### src/rtl/wrr_pkg.sv
// Shared constants and types for the two-class weighted round-robin arbiter.
// Assumes a 32-bit configuration word with the class bit above the weight field.
package wrr_pkg;
    localparam int CFG_DATA_W  = 32;
    localparam int CLS_BIT     = 15;
    localparam int WGT_LSB     = 8;
    localparam int WGT_FLD_W   = 7;
    localparam int WGT_W       = 4;
    localparam int WGT_MAX     = 15;
    localparam logic [WGT_FLD_W-1:0] WGT_LIMIT = WGT_FLD_W'(WGT_MAX);

    typedef enum logic {
        CLS_LO = 1'b0,
        CLS_HI = 1'b1
    } arb_cls_e;
endpackage

### src/rtl/wrr_qos_regs.sv
// Per-channel configuration store (class bit and weight).
// Only writes whose weight field is at most WGT_MAX are accepted, and such a write
// updates both values together. Reset loads the parameter defaults.
// Outputs the effective weight, with a stored 0 raised to 1.
module wrr_qos_regs
    import wrr_pkg::*;
#(
    parameter int              N        = 6,
    parameter int              IDX_W    = $clog2(N),
    parameter logic [N-1:0]    RST_CLS  = '0,
    parameter logic [N*WGT_W-1:0] RST_WGT = '0
) (
    input  logic                  clk,
    input  logic                  rst_n,
    input  logic                  wr_en,
    input  logic [IDX_W-1:0]      wr_idx,
    input  logic [CFG_DATA_W-1:0] wr_data,
    output logic [N-1:0]          cls_o,
    output logic [WGT_W-1:0]      wgt_eff_o [N]
);
    logic [WGT_FLD_W-1:0] wgt_fld;
    logic                 wr_ok;
    logic [WGT_W-1:0]     wgt_q [N];
    logic [N-1:0]         cls_q;

    // Decode the weight field and judge whether the write is legal.
    assign wgt_fld = wr_data[WGT_LSB +: WGT_FLD_W];
    assign wr_ok   = wr_en && (wgt_fld <= WGT_LIMIT);

    for (genvar i = 0; i < N; i++) begin : g_ch
        logic hit;
        assign hit = wr_ok && (wr_idx == IDX_W'(i));

        // Hold class and weight of channel i; reset to defaults.
        always_ff @(posedge clk) begin
            if (!rst_n) begin
                cls_q[i] <= RST_CLS[i];
                wgt_q[i] <= RST_WGT[i*WGT_W +: WGT_W];
            end else if (hit) begin
                cls_q[i] <= wr_data[CLS_BIT];
                wgt_q[i] <= wgt_fld[WGT_W-1:0];
            end
        end

        // Raise a zero weight to one grant per turn.
        assign wgt_eff_o[i] = (wgt_q[i] == '0) ? WGT_W'(1) : wgt_q[i];

        // An oversized weight field leaves this channel untouched.
        p_reject_keeps_r9: assert property (@(posedge clk) disable iff (!rst_n)
            (wr_en && (wgt_fld > WGT_LIMIT)) |=> ($stable(wgt_q[i]) && $stable(cls_q[i])));
    end

    assign cls_o = cls_q;
endmodule

### src/rtl/wrr_rr_pick.sv
// Combinational round-robin search: returns the first set mask bit at or after
// ptr, wrapping at N. Assumes ptr < N.
module wrr_rr_pick #(
    parameter int N     = 6,
    parameter int IDX_W = $clog2(N)
) (
    input  logic [N-1:0]     mask,
    input  logic [IDX_W-1:0] ptr,
    output logic             found,
    output logic [IDX_W-1:0] win
);
    // Scan offsets from far to near so the nearest requester is kept last.
    always_comb begin
        found = 1'b0;
        win   = ptr;
        for (int k = N - 1; k >= 0; k--) begin
            int unsigned t;
            t = int'(ptr) + k;
            if (t >= N) t = t - N;
            if (mask[t]) begin
                found = 1'b1;
                win   = IDX_W'(t);
            end
        end
    end
endmodule

### src/rtl/wrr_class_ctrl.sv
// One priority class: rotating pointer plus a credit counter for each channel.
// A credit counts the grants left in the current turn after the one just given.
// State changes only in cycles where this class issues the grant.
module wrr_class_ctrl
    import wrr_pkg::*;
#(
    parameter int N     = 6,
    parameter int IDX_W = $clog2(N)
) (
    input  logic             clk,
    input  logic             rst_n,
    input  logic [N-1:0]     req_cls,
    input  logic             grant_en,
    input  logic [WGT_W-1:0] wgt_eff [N],
    output logic             found,
    output logic [IDX_W-1:0] win
);
    localparam logic [IDX_W-1:0] LAST = IDX_W'(N - 1);

    logic [IDX_W-1:0] ptr_q;
    logic [WGT_W-1:0] cred_q [N];
    logic             cont;
    logic [IDX_W-1:0] nxt;

    wrr_rr_pick #(.N(N), .IDX_W(IDX_W)) u_pick (
        .mask  (req_cls),
        .ptr   (ptr_q),
        .found (found),
        .win   (win)
    );

    // Continue the current turn, or find the index after the winner.
    assign cont = found && (win == ptr_q) && (cred_q[win] != '0);
    assign nxt  = (win == LAST) ? '0 : win + 1'b1;

    // Update pointer and credits on each grant issued by this class.
    always_ff @(posedge clk) begin
        if (!rst_n) begin
            ptr_q <= '0;
            for (int i = 0; i < N; i++) cred_q[i] <= '0;
        end else if (grant_en && found) begin
            if (cont) begin
                cred_q[win] <= cred_q[win] - 1'b1;
                if (cred_q[win] == WGT_W'(1)) ptr_q <= nxt;
            end else begin
                if (win != ptr_q) cred_q[ptr_q] <= '0;
                cred_q[win] <= wgt_eff[win] - 1'b1;
                ptr_q       <= (wgt_eff[win] == WGT_W'(1)) ? nxt : win;
            end
        end
    end

    // Pointer always names a real channel.
    p_ptr_range_r5: assert property (@(posedge clk) disable iff (!rst_n)
        ptr_q <= LAST);
    // Picker reports a winner exactly when the class has a requester.
    p_found_r3: assert property (@(posedge clk) disable iff (!rst_n)
        found == (req_cls != '0));
    // Without a grant from this class the pointer holds.
    p_ptr_hold_r2: assert property (@(posedge clk) disable iff (!rst_n)
        !(grant_en && found) |=> $stable(ptr_q));

    for (genvar i = 0; i < N; i++) begin : g_chk
        // Credits hold in cycles without a grant from this class.
        p_cred_hold_r11: assert property (@(posedge clk) disable iff (!rst_n)
            !(grant_en && found) |=> $stable(cred_q[i]));
        // A credit never exceeds the largest weight minus one.
        p_cred_bound_r5: assert property (@(posedge clk) disable iff (!rst_n)
            cred_q[i] < WGT_W'(WGT_MAX));
    end
endmodule

### src/rtl/wrr_qos_arbiter.sv
// Two-class weighted round-robin arbiter for N requesters.
// The high class preempts the low class; each class rotates with weighted turns.
// The grant is registered and one-hot; the configuration comes from wrr_qos_regs.
module wrr_qos_arbiter
    import wrr_pkg::*;
#(
    parameter int                 N       = 6,
    parameter logic [N-1:0]       RST_CLS = 6'b000011,
    parameter logic [N*WGT_W-1:0] RST_WGT = {4'd5, 4'd4, 4'd3, 4'd10, 4'd13, 4'd1}
) (
    input  logic                    clk,
    input  logic                    rst_n,
    input  logic                    cfg_wr_en,
    input  logic [$clog2(N)-1:0]    cfg_wr_idx,
    input  logic [CFG_DATA_W-1:0]   cfg_wr_data,
    input  logic [N-1:0]            req,
    output logic [N-1:0]            grant,
    output logic                    grant_valid
);
    localparam int IDX_W  = $clog2(N);
    localparam int N_CLS  = 2;

    logic [N-1:0]     cls_w;
    logic [WGT_W-1:0] wgt_eff [N];
    logic [N-1:0]     cls_req   [N_CLS];
    logic             cls_found [N_CLS];
    logic [IDX_W-1:0] cls_win   [N_CLS];
    logic             cls_en    [N_CLS];
    logic [IDX_W-1:0] win_sel;
    logic             any_req;
    logic [N-1:0]     grant_d;
    logic [N-1:0]     grant_q;
    logic             valid_q;

    wrr_qos_regs #(
        .N(N), .IDX_W(IDX_W), .RST_CLS(RST_CLS), .RST_WGT(RST_WGT)
    ) u_regs (
        .clk       (clk),
        .rst_n     (rst_n),
        .wr_en     (cfg_wr_en),
        .wr_idx    (cfg_wr_idx),
        .wr_data   (cfg_wr_data),
        .cls_o     (cls_w),
        .wgt_eff_o (wgt_eff)
    );

    for (genvar c = 0; c < N_CLS; c++) begin : g_cls
        // Split the requests by class membership.
        if (c == int'(CLS_HI)) begin : g_hi
            assign cls_req[c] = req & cls_w;
            assign cls_en[c]  = 1'b1;
        end else begin : g_lo
            assign cls_req[c] = req & ~cls_w;
            assign cls_en[c]  = !cls_found[int'(CLS_HI)];
        end

        wrr_class_ctrl #(.N(N), .IDX_W(IDX_W)) u_cls (
            .clk      (clk),
            .rst_n    (rst_n),
            .req_cls  (cls_req[c]),
            .grant_en (cls_en[c]),
            .wgt_eff  (wgt_eff),
            .found    (cls_found[c]),
            .win      (cls_win[c])
        );
    end

    // Choose the winning class and form the one-hot grant.
    assign any_req = cls_found[int'(CLS_HI)] || cls_found[int'(CLS_LO)];
    assign win_sel = cls_found[int'(CLS_HI)] ? cls_win[int'(CLS_HI)] : cls_win[int'(CLS_LO)];
    assign grant_d = any_req ? (N'(1) << win_sel) : '0;

    // Register grant and strobe.
    always_ff @(posedge clk) begin
        if (!rst_n) begin
            grant_q <= '0;
            valid_q <= 1'b0;
        end else begin
            grant_q <= grant_d;
            valid_q <= any_req;
        end
    end

    assign grant       = grant_q;
    assign grant_valid = valid_q;

    // Never more than one grant bit.
    p_onehot_r3: assert property (@(posedge clk) disable iff (!rst_n)
        $onehot0(grant));
    // Strobe and grant vector agree.
    p_valid_match_r3: assert property (@(posedge clk) disable iff (!rst_n)
        grant_valid == (grant != '0));
    // Only a previous requester is granted.
    p_grant_requested_r3: assert property (@(posedge clk) disable iff (!rst_n)
        grant_valid |-> ((grant & ~$past(req)) == '0));
    // No requests give no grant next cycle.
    p_idle_r2: assert property (@(posedge clk) disable iff (!rst_n)
        (req == '0) |=> !grant_valid);
    // A high-class request wins over the low class.
    p_hi_first_r4: assert property (@(posedge clk) disable iff (!rst_n)
        ((req & cls_w) != '0) |=> ((grant & $past(cls_w)) != '0));
endmodule

### config.mk
export PLATFORM = sky130hd
export DESIGN_NAME = wrr_qos_arbiter
export DESIGN_NICKNAME = d
export VERILOG_FILES = /design/src/rtl/wrr_pkg.sv /design/src/rtl/wrr_qos_regs.sv /design/src/rtl/wrr_rr_pick.sv /design/src/rtl/wrr_class_ctrl.sv /design/src/rtl/wrr_qos_arbiter.sv
export SDC_FILE = /design/constraint.sdc
export NUM_CORES = 1
export LEC_CHECK = 0
export ABC_AREA = 1
export BUFFER_PORTS_ARGS = -buffer_cell sky130_fd_sc_hd__buf_2
export CORE_UTILIZATION = 46
export CTS_CLUSTER_SIZE = 20
export DETAILED_ROUTE_END_ITERATION = 8
export PLACE_DENSITY_LB_ADDON = 0.08
export SLEW_MARGIN = 20
export SYNTH_ARGS = -nofsm -noshare
export SYNTH_HDL_FRONTEND = slang
export SYNTH_SLANG_ARGS = --single-unit
### constraint.sdc
create_clock -name clk -period 12.1 [get_ports clk]
set_input_delay 1.21 -clock clk [delete_from_list [all_inputs] [get_ports clk]]
set_output_delay 1.21 -clock clk [all_outputs]
set_load 0.02 [all_outputs]
======== Word level (Yosys, flattened, before mapping) ========
Memories as Yosys holds them, arrays and structs flattened.
Cells that the tools add are included.
word-level totals
  register bits ........................... 19
  logic and storage cells ................. 275
  input port bits ......................... 44
  memory bits (writable) .................. 72
  ROM bits ................................ 0
  bits in latches ......................... 0
  output and inout bits ................... 7
  memories kept ........................... 3
cells by class
  equality and inequality tests ........... 17
  bitwise logic cells ..................... 13
  add/sub/neg operators ................... 28
  reduce and logical (&&, ||, !) cells .... 30
  $mul .................................... 0
  shift-type cells ........................ 1
  div/mod/pow operators ................... 0
  $lt $le $gt $ge ......................... 27
  multiplexer cells ....................... 146
memories
  memory                 depth  bits a word  read ports  clocked after memory_dff  wr ports  RTL line              RTL
  g_cls[0].u_cls.cred_q  6      4            1           0                         6         wrr_class_ctrl.sv:21  logic [WGT_W-1:0] cred_q [N];
  g_cls[1].u_cls.cred_q  6      4            1           0                         6         wrr_class_ctrl.sv:21
  u_regs.wgt_q           6      4            6           0                         6         wrr_qos_regs.sv:23    logic [WGT_W-1:0] wgt_q [N];
operator list
  kind                     number
  $lt A32 B4 Y1 const B    12
  $mux W32                 12
  $mux W4                  22
  $mux W3                  25
  $mux W1                  73
  $ge A32 B3 Y1 const B    2
  $sub A32 B3 Y32 const B  2
  $sub A4 B3 Y5 const B    8
  $bmux W1 S3              12
  $ge A4 B3 Y1 const B     8
  $bmux W4 S3              2
  $logic_not A4 Y1         6
  $add A3 B2 Y4 const B    4
  $add A3 B3 Y4 const B    4
  $eq A4 B1 Y1 const B     4
  $reduce_or A4 Y1         4
  $sub A4 B1 Y4 const B    4
  $and A6 B6 Y6            2
  $eq A3 B3 Y1 const B     4
  $logic_and A1 B1 Y1      12
  $add A3 B1 Y4 const B    2
  $ge A4 B4 Y1 const B     2
  $not A3 Y4               2
  $or A1 B1 Y1             8
  16 further kinds         26

======== Logic depth before layout (Yosys ltp) ========
Gate-level depths: netlist of run 1.
  depth after elaboration ................. 21
  mapped depth ............................ 39
  depth with buffers taken out ............ 36

======== By module ========
Synthesis of run 1 repeated with hierarchy kept, for this count alone.
second synthesis, totals
  cells, all modules ...................... 1370
  area, all modules ....................... 8637.0 um^2
modules (own cells, without submodules)
  module                           seq. area each (um^2)  cells an instance  times used  area each (um^2)
  wrr_class_ctrl (g_cls[0].u_cls)  700.7                  415                1           2511.2
  wrr_class_ctrl (g_cls[1].u_cls)  700.7                  404                1           2504.9
  wrr_rr_pick                      0.0                    167                2           932.1
  wrr_qos_regs                     840.8                  156                1           1392.6
  wrr_qos_arbiter                  140.1                  61                 1           364.1

======== Worst setup path before layout of run 1 ========
OpenSTA, ideal clock, no wires.
  kind .................................... register -> register
  from .................................... register g_cls[1].u_cls.ptr_q[0]
  to ...................................... register g_cls[1].u_cls.ptr_q[0]
  arrival ................................. 3770 ps
  stages on the path, launching flop included .. 33
  library setup time ...................... 115 ps
  clock period less this slack ............ 3885 ps
  slack ................................... 8215 ps
  path buffers ............................ 3
  data required time ...................... 11985 ps
  cells stage by stage .................... dfxtp_1 inv_2 buf_4 ha_1 inv_1 ha_1 nor2_1 nand2_1 inv_1 nand2_1 nand2_1 nand3_1 nand3_1 nand2_1 nor2_1 nand2_1 nand3_1 nand2_1 a21oi_1 buf_2 buf_4 nand3_1 nand3_1 nand2_2 ha_1 nand3_2 nand2_4 inv_4 nand2_1 nand2_2 inv_2 o21ai_1 nor2_1
between the ends
  longest elaborated chain between the ends .. 18
  elaborated cells on any way between the ends .. 66
  classes of those cells .................. 12 x add/sub; 6 x order compare; 5 x eq/ne; 37 x mux; 1 x bitwise; 4 x reduce/logical; 1 x memory
ends and longest elaborated chain
  what                                              RTL line              RTL
  start, declared                                   wrr_class_ctrl.sv:20  logic [IDX_W-1:0] ptr_q;
  start signal, assigned                            wrr_class_ctrl.sv:44  if (cred_q[win] == WGT_W'(1)) ptr_q <= nxt;
  start signal, assigned                            wrr_class_ctrl.sv:48  ptr_q <= (wgt_eff[win] == WGT_W'(1)) ? nxt : win;
  $add A3 B3 Y4                                     wrr_rr_pick.sv:18     t = int'(ptr) + k;
  $sub A32 B3 Y32 or $ge A32 B3 Y1 (tied branches)  wrr_rr_pick.sv:19     if (t >= N) t = t - N;
  $mux W32                                          wrr_rr_pick.sv:19
  $bmux W1 S3                                       wrr_rr_pick.sv:20     if (mask[t]) begin
  $mux W1 (implied by the code)                     wrr_rr_pick.sv:20
  $mux W3 (6 in a row)                              wrr_rr_pick.sv:20
  $not A3 Y4 (implied by the code)                  wrr_class_ctrl.sv:48
  $bmux W4 S3                                       wrr_class_ctrl.sv:48
  $mux W4 (implied by the code) (2 in a row)        wrr_class_ctrl.sv:48
  $eq A4 B1 Y1                                      wrr_class_ctrl.sv:48
  $mux W3                                           wrr_class_ctrl.sv:48
  $mux W3                                           wrr_class_ctrl.sv:42  if (cont) begin
Several ways; a longest one is shown, not always the timed one. The select of a mux whose other input is x is not followed.
A chain may end at the register's enable or synchronous reset.

==> results.txt, run 1 <==
Clock tree from TritonCTS = done
Multiplexer share of the synthesized area = 0%
# Max-Cap Violations = 0
Wirelength, routed = 21.3 mm
Layout overhead on the synthesized area = 6.59%
Final cell count without fillers = 1503
Critical Path AT = 5.74 ns
Area of the mapped netlist = 7900 um^2
Number of clock buffers inserted by TritonCTS = 9
Sequential-to-total area share from yosys stat = 30.2%
Count of flip-flops with a built-in enable after synthesis = 24
Final standard cell utilization of the core = 50.4%
CTS clock-pin slew for the worst setup and hold paths = 0.07 ns
Source-to-sink clock delay at the later pin of the worst-skew pair = 0.37 ns
Share of the cycle needed by the critical path after routing = 45.0%
Total congestion overflow = 0
Combinational family with the most area after synthesis = simple AND/OR/NAND/NOR gates
Number of clock sinks = 107
Post-cts gate resize count = 0
Post-Synth XOR/XNOR Area = 0.444%
Worst clock skew on the final layout = 0.00913 ns
Total routing usage reported by global routing = 25.0%
Number of vias after detailed routing = 7722
Total setup buffers inserted after CTS = 0
Boundary pin count = 51
Final hold violations = 0
Port Buffers = 26
Final ANT Viol Nets = 0
Slew at the pin with the worst max-slew slack = 1.02 ns
Yosys reg bits = 107
Path type of the worst min-delay path = reg2reg
Yosys Warn Count = 0
RSZ-0062 raised after global routing = no
Worst-path fanout max = 22
Minimum clock period after layout = 5.44 ns
ANT cells = 0
Core Area = 16700 um^2
Largest net degree at the start of global routing = 30
Maximum buffer depth of the clock tree = 2
Clk root buf = clkbuf_16
Die Ht = 133 um
Cell repeated most along the worst path = nand2_1
Fraction of final layout cells with drive strength greater than 1 = 10.4%
Asr flop ratio synth = 0%
Setup tns final = 0 ns
F_max = 184 MHz
Highest-count cells in the layout ignoring fill and taps = 469 x nand2_1, 164 x inv_1, 134 x nand3_1
Setup slack after layout = 6.66 ns
Critical setup path kind = reg2reg
Post-detailed-placement half-perimeter wirelength = 15.7 mm
Run status = completed
Pre-antenna DRT Iters = 5
Worst slack, placed = 6.68 ns
Final setup fails = 0
Library cells used by synthesis = 44
Area of the die = 17700 um^2
Hold buffer count at cts = 0
Delay of the slowest cell on the worst path = 0.91 ns
Via count of the first global-routing pass = 7179
Residual DRC = 0
Standard-cell rows = 47
Average detailed-routed wire length per instance = 14.2 um
Share of synthesized cell area in and, or, nand and nor gates = 44.9%
Gate count after technology mapping = 1269
Wire length of the first global-routing pass = 34.9 mm
Overall die width = 133 um
Number of design-rule violations left by the first detailed-router iteration = 476
Most instantiated flip-flop cell in the synthesis netlist = dfxtp_1
Avg Inst Size Synth = 6.22 um^2
Post-synthesis net count = 1339
Max Slew Vio Count = 0
Placer's final routability congestion estimate = 0.845
Vias/cell = 5.14
Compound-Gate Fraction of Synth Area = 8.89%
Post-synthesis adder-cell area fraction = 4.12%
Count of buffering cells on the critical path with inverters included = 5
Post-Place Cells = 1487
NumNets Final = 1348
Initial core utilization = 47.3%
Most common cell after layout, fill and taps aside = nand2_1
Antenna violations before repair = 0
Headroom to the max-slew limit = 31.7%
Kind of capture point of the worst setup path = flop
Kind of cell adding the most delay to the critical path = simple AND/OR/NAND/NOR gates
Number of H-tree branching levels = 3
WP data required = 12.39 ns
Crit path launch type = flop
Crit-path slowest cell = dfxtp_1
## metal layers
layer,track usage (%),part of all wire (%),vias up
li1,-,-,4058
met4,7.79,2.0,0
met1,30.7,46,3486
met2,45.0,49,148
met5,0,0,-
met3,3.30,3.6,30
## flip-flops by register name (all words and copies together) (netlist names)
signal / cells
grant_valid: 1
u_regs.cls_o: 6
u_regs.wgt_q: 24
g_cls.u_cls.cred_q: 64
g_cls.u_cls.ptr_q: 6
grant: 6
## final cells by class
class                      count  area [um^2]
timing repair buffer          28          145
tap                          220          275
sequential                   107         2380
clock buffer                  10          250
inverter                     186          703
clock inverter                 6         56.3
fill                        1804         8280
multi-input combinational    946         4600
## synthesized netlist by cell type, drive strengths merged (18+ instances only)
master / n / area, um^2
nand3: 148 / 818
inv: 186 / 703
o21ai: 43 / 230
nand2: 505 / 2050
nor3: 18 / 100
buf: 24 / 184
dfxtp: 83 / 1660
edfxtp: 24 / 721
nand4: 33 / 206
nor2: 76 / 303
ha: 26 / 325
a21oi: 65 / 325
## through the flow
stage / cell area, um^2 / hold WS, ns
detailed placement: 8110 / 0.426
global route: 8420 / 0.465
finish: 8420 / 0.437
global placement: 8110 / 0.423
floorplan: 7900 / 0.413
CTS: 8420 / 0.440
## worst reg2reg max path: cells and delay by family, from the launching register on
kind                     cells  cell delay (ns)
flip-flops                   1             0.91
buffers and inverters        5             0.60
AND/OR/NAND/NOR             18             1.67
AO/OA/AOI/OAI                4             1.33
adder cells (fa/ha/maj)      3             0.88
## final timing paths
| path | from | end | slack, ns | cells after the start |
|---|---|---|---|---|
| max | g_cls[0].u_cls.ptr_q[0] | g_cls[0].u_cls.cred_q[0][2] | 6.66 | 30 |
| min | g_cls[0].u_cls.cred_q[7][0] | g_cls[0].u_cls.cred_q[7][0] | 0.44 | 2 |
| max reg2reg | g_cls[0].u_cls.ptr_q[0] | g_cls[0].u_cls.cred_q[0][2] | 6.66 | 30 |
| min reg2reg | g_cls[0].u_cls.cred_q[7][0] | g_cls[0].u_cls.cred_q[7][0] | 0.44 | 2 |
## cells by family (layout without fill, tap and decap cells)
family | after synthesis | after routing
AO/OA/AOI/OAI | 127 | 127
adder cells (fa/ha/maj) | 26 | 26
AND/OR/NAND/NOR | 789 | 789
flip-flops | 107 | 107
XOR/XNOR | 4 | 4
buffers and inverters | 216 | 230
Power of run 1 is not shown: default switching activity piles up to over one toggle a cycle in this logic, so the estimate is an artifact.
==> run 2: changes to the inputs <==
==> constraint.sdc (replaced) <==
create_clock -name clk -period 4.7 [get_ports clk]
set_input_delay 0.47 -clock clk [delete_from_list [all_inputs] [get_ports clk]]
set_output_delay 0.47 -clock clk [all_outputs]
set_load 0.02 [all_outputs]
==> run 2 against run 1 <==
Against the previous run: global-route usage up 0.26 points; critical endpoint unchanged; via count up 1.0%; cell area up 2.6%; first-iteration DRC count is 3.2% higher; utilization is 1.3 points higher; clock skew rose by 0.0017 ns; final cell count grew 1.8%; sequential share of layout area is 0.73 points lower; hold slack about the same; register-to-register slack got worse by 6.2 ns; die area unchanged.
==> results.txt, run 2 (synthesis results as in run 1) <==
Post-cts gate resize count = 0
Placer's final routability congestion estimate = 0.866
CTS clock-pin slew for the worst setup and hold paths = 0.08 ns
Max Slew Vio Count = 0
Top metal layer carrying routed signals = met4
Sequential cell area = 2380 um^2
Path type of the worst min-delay path = reg2reg
Crit-path slowest cell = ha_1
Number of clock sinks = 107
ANT cells = 0
Setup tns final = 0 ns
Total met2 wirelength after detailed routing = 10.6 mm
Maximum buffer depth of the clock tree = 2
Overall die width = 133 um
Area of the die = 17700 um^2
Fraction of final layout cells with drive strength greater than 1 = 12.2%
NumNets Final = 1375
Source-to-sink clock delay at the later pin of the worst-skew pair = 0.37 ns
Layout overhead on the synthesized area = 9.40%
Capture point of the worst reg-to-reg path = g_cls[0].u_cls.cred_q[0][2]
Wire length of the first global-routing pass = 35.3 mm
Run status = completed
Max FFs per register = 64
Kind of capture point of the worst setup path = flop
Worst clock skew on the final layout = 0.0109 ns
Largest net degree at the start of global routing = 28
Total routing usage reported by global routing = 25.2%
Register-to-register path setup slack = 0.44 ns
Detailed-route wire length on metal 1 = 9.74 mm
RSZ-0062 raised after global routing = no
Post-detailed-placement half-perimeter wirelength = 16.0 mm
Pre-antenna DRT Iters = 5
Cell repeated most along the worst path = nand2_1
Core Area = 16700 um^2
R2R Path Start = g_cls[0].u_cls.ptr_q[0]
Most common cell after layout, fill and taps aside = nand2_1
Biggest regs = g_cls.u_cls.cred_q x64, u_regs.wgt_q x24
Crit path launch type = flop
Total setup buffers inserted after CTS = 0
Initial core utilization = 47.3%
Slew at the pin with the worst max-slew slack = 0.910 ns
Highest-count cells in the layout ignoring fill and taps = 469 x nand2_1, 164 x inv_1, 134 x nand3_1
Headroom to the max-slew limit = 38.8%
Number of H-tree branching levels = 3
Residual DRC = 0
Largest register by flop count = g_cls.u_cls.cred_q
F_max = 235 MHz
Die Ht = 133 um
Clock tree from TritonCTS = done
Vias/cell = 5.10
Area used by multi-input combinational logic = 4610 um^2
Delay of the slowest cell on the worst path = 0.38 ns
Cell depth of the worst flop-to-flop path = 30
Final setup fails = 0
Share of the cycle needed by the critical path after routing = 90.5%
Minimum clock period after layout = 4.26 ns
Terminating pin of the worst hold path = g_cls[0].u_cls.cred_q[6][2]
Min-Delay Startpoint = g_cls[0].u_cls.cred_q[6][2]
Final ANT Viol Nets = 0
Port Buffers = 26
Number of design-rule violations left by the first detailed-router iteration = 491
Final hold violations = 0
Critical Path AT = 4.57 ns
Via count of the first global-routing pass = 7293
# Max-Cap Violations = 0
Total congestion overflow = 0
Wirelength, routed = 21.5 mm
Hold buffer count at cts = 0
Fill cell count = 1783
Critical setup path kind = reg2reg
Number of vias after detailed routing = 7801
Standard-cell rows = 47
Hold Path Cell Cnt = 2
Boundary pin count = 51
Average detailed-routed wire length per instance = 14.1 um
WP data required = 5.01 ns
Antenna violations before repair = 0
Met3 wire length = 787 um
Number of clock buffers inserted by TritonCTS = 9
Clk root buf = clkbuf_16
Worst-path fanout max = 26
[run 2: critical path, delay by kind of cell, from the launching register on]
family / cells / cell delay (ns)
buffers and inverters: 5 / 0.42
flip-flops: 1 / 0.34
AND/OR/NAND/NOR: 20 / 2.17
adder cells (fa/ha/maj): 3 / 0.81
AO/OA/AOI/OAI: 2 / 0.45
[run 2: through the flow]
stage	cell area (um^2)	util [%]	hold slack, ns	worst slack (ns)	instances
global route	8640	51.7	0.454	0.00791	1530
finish	8640	51.7	0.437	0.444	1530
CTS	8630	51.7	0.439	0.460	1530
global placement	8310	49.8	0.423	0.483	1514
detailed placement	8310	49.8	0.426	0.464	1514
floorplan	7900	-	0.413	0.815	1269
[run 2: worst max path at each step]
stage / startpoint / to / slack, ns / cells past startpoint
2_1_floorplan: g_cls[1].u_cls.ptr_q[0] / g_cls[1].u_cls.ptr_q[0] / 0.81 / 32
5_1_grt: g_cls[0].u_cls.ptr_q[0] / g_cls[0].u_cls.cred_q[1][2] / 0.008 / 30
4_1_cts: g_cls[0].u_cls.ptr_q[0] / g_cls[0].u_cls.cred_q[0][2] / 0.46 / 30
3_3_place_gp: g_cls[0].u_cls.ptr_q[0] / g_cls[0].u_cls.cred_q[0][2] / 0.48 / 30
6_report: g_cls[0].u_cls.ptr_q[0] / g_cls[0].u_cls.cred_q[0][2] / 0.44 / 30
3_5_place_dp: g_cls[0].u_cls.ptr_q[0] / g_cls[0].u_cls.cred_q[0][2] / 0.46 / 30
[run 2: area by class of cell]
type | count | share of cell area, %
multi-input combinational | 946 | 53.4
sequential | 107 | 27.6
inverter | 186 | 8.14
timing repair buffer | 55 | 4.03
tap | 220 | 3.19
clock buffer | 9 | 2.61
clock inverter | 7 | 1.10
[run 2: metal layers]
| layer | vias up | GRT usage [%] |
|---|---|---|
| met1 | 3525 | 31.3 |
| met5 | - | 0 |
| met3 | 27 | 3.18 |
| met4 | 0 | 8.05 |
| li1 | 4110 | - |
| met2 | 139 | 45.1 |
Power of run 2 is left out for the same reason.
==> run 3: changes to the inputs <==
--- a/config.mk
+++ b/config.mk
@@ -7,7 +7,7 @@
 export LEC_CHECK = 0
 export ABC_AREA = 1
 export BUFFER_PORTS_ARGS = -buffer_cell sky130_fd_sc_hd__buf_2
-export CORE_UTILIZATION = 46
+export CORE_UTILIZATION = 35
 export CTS_CLUSTER_SIZE = 20
 export DETAILED_ROUTE_END_ITERATION = 8
 export PLACE_DENSITY_LB_ADDON = 0.08
==> run 3 against run 2 <==
Against the previous run: utilization is 12 points lower; global-route usage fell by 4.6 points; register-to-register slack better by 0.08 ns; first-iteration DRC count decreased by 20%; via count is 0.33% lower; critical endpoint is now g_cls[0].u_cls.cred_q[3][3]; hold slack got worse by 0.0015 ns; wire length rose by 6.9%; final cell count is 4.1% higher; non-clock buffer count increased by 3; clock-buffer cell count is 1 higher; critical path depth shrank 1.
==> results.txt, run 3 (synthesis results as in run 1) <==
Largest register by flop count = g_cls.u_cls.cred_q
Largest net degree at the start of global routing = 30
Kind of capture point of the worst setup path = flop
F_max = 240 MHz
Critical setup path kind = reg2reg
Post-cts gate resize count = 0
Via count of the first global-routing pass = 7548
WP data required = 4.94 ns
Core Area = 22000 um^2
Pre-antenna DRT Iters = 5
Number of H-tree branching levels = 3
Hold Path Cell Cnt = 2
Count of buffering cells on the critical path with inverters included = 4
Total congestion overflow = 0
Number of clock sinks = 107
Most common cell after layout, fill and taps aside = nand2_1
Cell depth of the worst flop-to-flop path = 29
Maximum buffer depth of the clock tree = 2
Biggest regs = g_cls.u_cls.cred_q x64, u_regs.wgt_q x24
Crit path launch type = flop
Worst clock skew on the final layout = 0.0126 ns
Final hold violations = 0
ANT cells = 0
Total setup buffers inserted after CTS = 0
Crit-path slowest cell = ha_1
Max FFs per register = 64
Worst-path fanout max = 17
CTS clock-pin slew for the worst setup and hold paths = 0.07 ns
Residual DRC = 0
Wirelength, routed = 23.0 mm
Vias/cell = 4.88
Critical Path AT = 4.41 ns
Delay of the slowest cell on the worst path = 0.39 ns
NumNets Final = 1378
RSZ-0062 raised after global routing = no
Path type of the worst min-delay path = reg2reg
Clock tree from TritonCTS = done
Kind of cell adding the most delay to the critical path = simple AND/OR/NAND/NOR gates
Die Ht = 152 um
Area of the die = 23200 um^2
Setup tns final = 0 ns
Hold buffer count at cts = 0
Number of design-rule violations left by the first detailed-router iteration = 392
Slew at the pin with the worst max-slew slack = 0.893 ns
Clk root buf = clkbuf_16
Average detailed-routed wire length per instance = 14.4 um
Cell repeated most along the worst path = nand2_1
Capture point of the worst reg-to-reg path = g_cls[0].u_cls.cred_q[3][3]
Boundary pin count = 51
Wire length of the first global-routing pass = 38.0 mm
R2R Path Start = g_cls[0].u_cls.ptr_q[0]
Overall die width = 152 um
Number of vias after detailed routing = 7775
Run status = completed
Min-Delay Startpoint = g_cls[0].u_cls.cred_q[6][1]
Register-to-register path setup slack = 0.53 ns
# Max-Cap Violations = 0
Share of the cycle needed by the critical path after routing = 88.8%
Fraction of final layout cells with drive strength greater than 1 = 12.5%
Port Buffers = 26
Standard-cell rows = 54
Highest-count cells in the layout ignoring fill and taps = 469 x nand2_1, 164 x inv_1, 134 x nand3_1
Total routing usage reported by global routing = 20.6%
Final ANT Viol Nets = 0
Final setup fails = 0
Post-detailed-placement half-perimeter wirelength = 17.5 mm
Max Slew Vio Count = 0
Initial core utilization = 36.0%
Layout overhead on the synthesized area = 11.0%
Antenna violations before repair = 0
Headroom to the max-slew limit = 39.9%
Source-to-sink clock delay at the later pin of the worst-skew pair = 0.37 ns
Terminating pin of the worst hold path = g_cls[0].u_cls.cred_q[6][1]
Number of clock buffers inserted by TritonCTS = 9
Placer's final routability congestion estimate = 0.859
Minimum clock period after layout = 4.17 ns
## run 3: cell count changes in the layout (fill, tap and decap cells not counted), moves of 2 or more
cell     previous run  this run
inv_6               0         2
buf_12              0         3
inv_8               3         1
nand2_4            14        12
## run 3: area by class of cell
type | instances | area [um^2]
clock inverter | 6 | 57.6
sequential | 107 | 2380
timing repair buffer | 58 | 408
clock buffer | 10 | 239
tap | 280 | 350
inverter | 186 | 703
fill | 2404 | 13200
multi-input combinational | 946 | 4620
## run 3: worst max path at each step
| stage | depth (start not counted) | slack (ns) | endpoint | startpoint |
|---|---|---|---|---|
| after floorplan | 32 | 0.81 | g_cls[1].u_cls.ptr_q[0] | g_cls[1].u_cls.ptr_q[0] |
| after global placement | 29 | 0.52 | g_cls[0].u_cls.cred_q[3][3] | g_cls[0].u_cls.ptr_q[0] |
| after detailed placement | 30 | 0.47 | g_cls[0].u_cls.cred_q[1][2] | g_cls[0].u_cls.ptr_q[0] |
| after CTS | 30 | 0.43 | g_cls[0].u_cls.cred_q[1][2] | g_cls[0].u_cls.ptr_q[0] |
| after global routing | 35 | 0.007 | g_cls[0].u_cls.cred_q[2][0] | g_cls[0].u_cls.ptr_q[0] |
| final | 29 | 0.53 | g_cls[0].u_cls.cred_q[3][3] | g_cls[0].u_cls.ptr_q[0] |
## run 3: metal layers
layer	track usage [%]	share of wire [%]	vias to the layer above
met5	0	0	-
met4	6.32	1.8	0
met2	36.2	48	101
met3	2.67	2.7	28
li1	-	-	4117
met1	26.1	47	3529
## run 3: worst register-to-register path, delay by kind of cell, from the launching register on
| kind | cells | cell delay [ns] |
|---|---|---|
| AND/OR/NAND/NOR | 20 | 2.23 |
| adder cells (fa/ha/maj) | 3 | 0.83 |
| buffers and inverters | 4 | 0.37 |
| flip-flops | 1 | 0.35 |
| AO/OA/AOI/OAI | 2 | 0.26 |
## run 3: stage by stage
stage | hold WS, ns | area, um^2 | util [%] | setup WS [ns] | std cells
after global placement | 0.423 | 8450 | 38.5 | 0.520 | 1577
final | 0.435 | 8760 | 39.9 | 0.526 | 1593
after global routing | 0.449 | 8760 | 39.9 | 0.00735 | 1593
after CTS | 0.440 | 8740 | 39.8 | 0.432 | 1593
after detailed placement | 0.427 | 8450 | 38.5 | 0.470 | 1577
after floorplan | 0.413 | 7900 | - | 0.815 | 1269
Power of run 3 is left out for the same reason.
